===== src/rtl/irq_ctl_pkg.sv =====
package irq_ctl_pkg;

  localparam int REG_AW = 2;

  typedef enum logic [REG_AW-1:0] {
    SEL_STATUS = 2'd0,
    SEL_CAUSE  = 2'd1,
    SEL_ENABLE = 2'd2,
    SEL_NONE   = 2'd3
  } regSel_e;

  typedef struct packed {
    logic    clrStatus;
    logic    setStatus;
    logic    loadEnable;
    regSel_e rdSel;
  } ctlStrobe_t;

endpackage


===== src/rtl/irq_ctl_control.sv =====
module irq_ctl_control
  import irq_ctl_pkg::*;
(
  input  logic              wrEn,
  input  logic [REG_AW-1:0] regAddr,
  output ctlStrobe_t        strb
);

  regSel_e sel;

  always_comb begin
    case (regAddr)
      2'd0:    sel = SEL_STATUS;
      2'd1:    sel = SEL_CAUSE;
      2'd2:    sel = SEL_ENABLE;
      default: sel = SEL_NONE;
    endcase
  end

  always_comb begin
    strb.rdSel      = sel;
    strb.clrStatus  = wrEn && (sel == SEL_STATUS);
    strb.setStatus  = wrEn && (sel == SEL_CAUSE);
    strb.loadEnable = wrEn && (sel == SEL_ENABLE);
  end

endmodule


===== src/rtl/irq_ctl_datapath.sv =====
module irq_ctl_datapath
  import irq_ctl_pkg::*;
#(
  parameter int                DATA_W    = 32,
  parameter logic [DATA_W-1:0] IMPL_MASK = 32'hC0FE_FBFF
) (
  input  logic              clk,
  input  logic              rstN,
  input  ctlStrobe_t        strb,
  input  logic [DATA_W-1:0] wrData,
  input  logic [DATA_W-1:0] eventIn,
  output logic [DATA_W-1:0] rdData,
  output logic              irqOut,
  output logic [DATA_W-1:0] statusQ,
  output logic [DATA_W-1:0] enableQ
);

  logic [DATA_W-1:0] eventPrev;
  logic [DATA_W-1:0] riseVec;
  logic [DATA_W-1:0] clrVec;
  logic [DATA_W-1:0] setVec;
  logic [DATA_W-1:0] statusNext;
  logic [DATA_W-1:0] causeVec;

  // Rising-edge detect; a new event takes precedence over a clear
  always_comb begin
    riseVec    = eventIn & ~eventPrev;
    clrVec     = strb.clrStatus ? wrData : '0;
    setVec     = strb.setStatus ? wrData : '0;
    statusNext = ((statusQ & ~clrVec) | setVec | riseVec) & IMPL_MASK;
    causeVec   = statusQ & enableQ;
  end

  always_ff @(posedge clk) begin
    if (!rstN) begin
      eventPrev <= '0;
      statusQ   <= '0;
      enableQ   <= '0;
      irqOut    <= 1'b0;
    end else begin
      eventPrev <= eventIn;
      statusQ   <= statusNext;
      if (strb.loadEnable) enableQ <= wrData & IMPL_MASK;
      irqOut    <= |causeVec;
    end
  end

  always_comb begin
    case (strb.rdSel)
      SEL_STATUS: rdData = statusQ;
      SEL_CAUSE:  rdData = causeVec;
      SEL_ENABLE: rdData = enableQ;
      default:    rdData = '0;
    endcase
  end

endmodule


===== src/rtl/irq_status_ctrl.sv =====
module irq_status_ctrl
  import irq_ctl_pkg::*;
#(
  parameter int                DATA_W    = 32,
  parameter logic [DATA_W-1:0] IMPL_MASK = 32'hC0FE_FBFF
) (
  input  logic              clk,
  input  logic              rstN,
  input  logic              wrEn,
  input  logic [REG_AW-1:0] regAddr,
  input  logic [DATA_W-1:0] wrData,
  output logic [DATA_W-1:0] rdData,
  input  logic [DATA_W-1:0] eventIn,
  output logic              irqOut
);

  ctlStrobe_t        strb;
  logic [DATA_W-1:0] statusQ;
  logic [DATA_W-1:0] enableQ;

  irq_ctl_control ctl_i (
    .wrEn    (wrEn),
    .regAddr (regAddr),
    .strb    (strb)
  );

  irq_ctl_datapath #(
    .DATA_W    (DATA_W),
    .IMPL_MASK (IMPL_MASK)
  ) dp_i (
    .clk     (clk),
    .rstN    (rstN),
    .strb    (strb),
    .wrData  (wrData),
    .eventIn (eventIn),
    .rdData  (rdData),
    .irqOut  (irqOut),
    .statusQ (statusQ),
    .enableQ (enableQ)
  );

endmodule


===== config.mk =====
export PLATFORM = sky130hd
export DESIGN_NAME = irq_status_ctrl
export DESIGN_NICKNAME = d
export VERILOG_FILES = /design/src/rtl/irq_ctl_pkg.sv /design/src/rtl/irq_ctl_control.sv /design/src/rtl/irq_ctl_datapath.sv /design/src/rtl/irq_status_ctrl.sv
export SDC_FILE = /design/constraint.sdc
export NUM_CORES = 1
export LEC_CHECK = 0
export CORE_ASPECT_RATIO = 0.7
export CORE_UTILIZATION = 30
export DETAILED_ROUTE_END_ITERATION = 10
export DONT_BUFFER_PORTS = 1
export SYNTH_ARGS = -nofsm -noshare
export SYNTH_HDL_FRONTEND = slang
export SYNTH_HIERARCHICAL = 1
export SYNTH_SLANG_ARGS = --single-unit

===== constraint.sdc =====
create_clock -name clk -period 1.3 [get_ports clk]
set_input_delay 0 -clock clk [delete_from_list [all_inputs] [get_ports clk]]
set_output_delay 0 -clock clk [all_outputs]
set_load 0.02 [all_outputs]

==> reports/results.tsv <==
metric	value	unit
number of antenna violations at the first check in global routing	0	
family with the most delay on the worst path	compound AO/OA/AOI/OAI gates	
CTS Buf Count	9	
Pre-Repair DR Iteration Count	7	
Psw	1.42	mW
# diodes	0	
via count	2934	
Die Area	11700	um2
fin crit share	95.9	%
clock skew	0.00410	ns
IO Port Bufs	0	
Min-Delay Path Class	in -> reg	
RSZ-0062 raised after global routing	no	
largest net degree at the start of global routing	50	
multi-input logic area	1560	um2
Mapped Cells	366	
Die Wd	129	um
Final #Nets	505	
Sink Count	73	
Leak	1.78	nW
Worst Max-Slew Pin Slew	0.513	ns
TritonCTS clock tree	built	
share of post-route cells with drive strength above 1	9.07	%
Die Y	90.8	um
CP required	1.30	ns
Worst-path clk slew	0.06	ns
register share of total power	42.1	%
initial DRC count	225	
GPL Wtd Cong	0.736	
grt total ovfl	0	
clk root buf	clkbuf_16	
Initial Util	30.8	%
Rel. slew slack	65.8	%
Slew Viols, Final	0	
Placeable Area	11000	um2
CTS Buffer Depth	2	
all-layer global routing usage	17.7	%
Clock Latency Late Sink	0.33	ns
PwrDens	1300	nW/um2
Hold Violations, Final	0	
syn avg cell area	9.23	um2
fillers	1112	
vias in the first global route	2966	
first-pass GRT wire length	15500	um
post-layout min period	1.25	ns
max-cap violation count	0	
CP Buf/Inv Count	1	
Final setup viols	0	
Cell Int Power	4.48	mW
Std-Cell Rows	32	
Clock Power Share	45.4	%
P&R area growth vs syn	34.3	%
Post-route DRC	0	
via density per instance	4.94	
Combinational Power Share	12.5	%
f_max	0.802	GHz
Total Routed Length	9950	um
cells along the critical path	inv_1 > o21ai_0 > a22o_1	
register area	1460	um2
I/O pins	102	
Synth Cell Area	3380	um2
Sw Share	24.0	%
Ys Warns	6	
CP max stage delay	0.41	ns
half-perimeter wire length after placement	6280	um
Worst VDD drop	0.000657	V
routed length per instance	16.7	um
PnR Total Power	5.90	mW
worst path arrival time	1.25	ns
Crit Path Class	reg -> out	
Routed Antenna Nets	0	
final setup TNS	0	ns
crit end category	output port	
Critical-path top delay cell	dfxtp_1	
crit path launch type	register	
# H-tree levels	3	
status	complete, no violations	
CP max FO	4	
power groups by stage:
| stage | Sequential, mW | Combinational (mW) | Clock [mW] |
|---|---|---|---|
| 6_report | 2.49 | 0.735 | 2.68 |
| 5_1_grt | 2.50 | 0.801 | 2.85 |
| 4_1_cts | 2.48 | 0.727 | 2.75 |
| 3_5_place_dp | 2.53 | 0.494 | 0 |
| 3_3_place_gp | 2.52 | 0.476 | 0 |
| 2_1_floorplan | 2.49 | 0.476 | 0 |
per-layer routing:
| layer | GRT usage [%] | wire (um) | vias to the layer above |
|---|---|---|---|
| li1 | - | - | 1395 |
| met1 | 21.5 | 4410 | 1434 |
| met2 | 29.3 | 4690 | 99 |
| met3 | 6.58 | 771 | 6 |
| met4 | 4.22 | 68 | 0 |
| met5 | 0 | 0 | - |
repair_timing:
| action | CTS | global route |
|---|---|---|
| endpoints found under the hold margin | 73 | 0 |
| pin swaps | 0 | 2 |
| hold buffers | 74 | 0 |
| setup endpoints to repair | 1 | 9 |
| resized for setup | 1 | 10 |
| setup buffers | 0 | 0 |
worst min-delay path, cell delays in order:
cell and delay [ns]:
nor3b_2 0.03, buf_4 0.18, nand2_1 0.08, a222oi_1 0.06
nor2b_1 0.10
layout make-up:
class / count / share of cell area, %
Clock inverter: 5 / 1.74
Multi-Input combinational cell: 221 / 34.4
Sequential cell: 73 / 32.2
Timing Repair Buffer: 83 / 18.0
Tap cell: 153 / 4.22
Clock buffer: 11 / 5.35
Inverter: 48 / 3.97
layout by cell type (no fill, tap or decap), types with 12 or more instances in the layout:
cell / n
dlygate4sd3_1: 73
nor2b_1: 48
and2_1: 24
a222oi_1: 24
o21ai_0: 21
nand2_1: 24
a22oi_1: 12
mux2i_1: 24
dfxtp_1: 72
a22o_1: 15
inv_1: 48
registers in the layout, indices dropped and copies added, names as in the netlist:
signal / cells
dp_i/irqOut: 1
dp_i/statusQ: 24
dp_i/eventPrev: 24
dp_i/enableQ: 24
through the flow:
stage / instances / utilization (%) / setup slack (ns) / hold WS [ns] / instance area (um2)
after detailed placement: 504 / 31.5 / 0.140 / 0.125 / 3450
final: 594 / 41.4 / 0.0531 / 0.146 / 4540
after global routing: 594 / 41.4 / 0.0146 / 0.157 / 4540
after CTS: 594 / 41.3 / 0.0205 / 0.132 / 4530
after floorplan: 373 / - / 0.135 / 0.122 / 3400
after global placement: 504 / 31.5 / 0.127 / 0.122 / 3450
path summary, 6_finish.rpt:
path	from	end	slack, ns	depth (start not counted)
max reg2reg	dp_i/statusQ[30]	dp_i/irqOut	0.10	3
max	dp_i/statusQ[7]	rdData[7]	0.05	3
min	regAddr[0]	dp_i/statusQ[8]	0.15	5
min reg2reg	dp_i/enableQ[15]	dp_i/enableQ[15]	0.54	2
(Power assumes the default switching activity.)
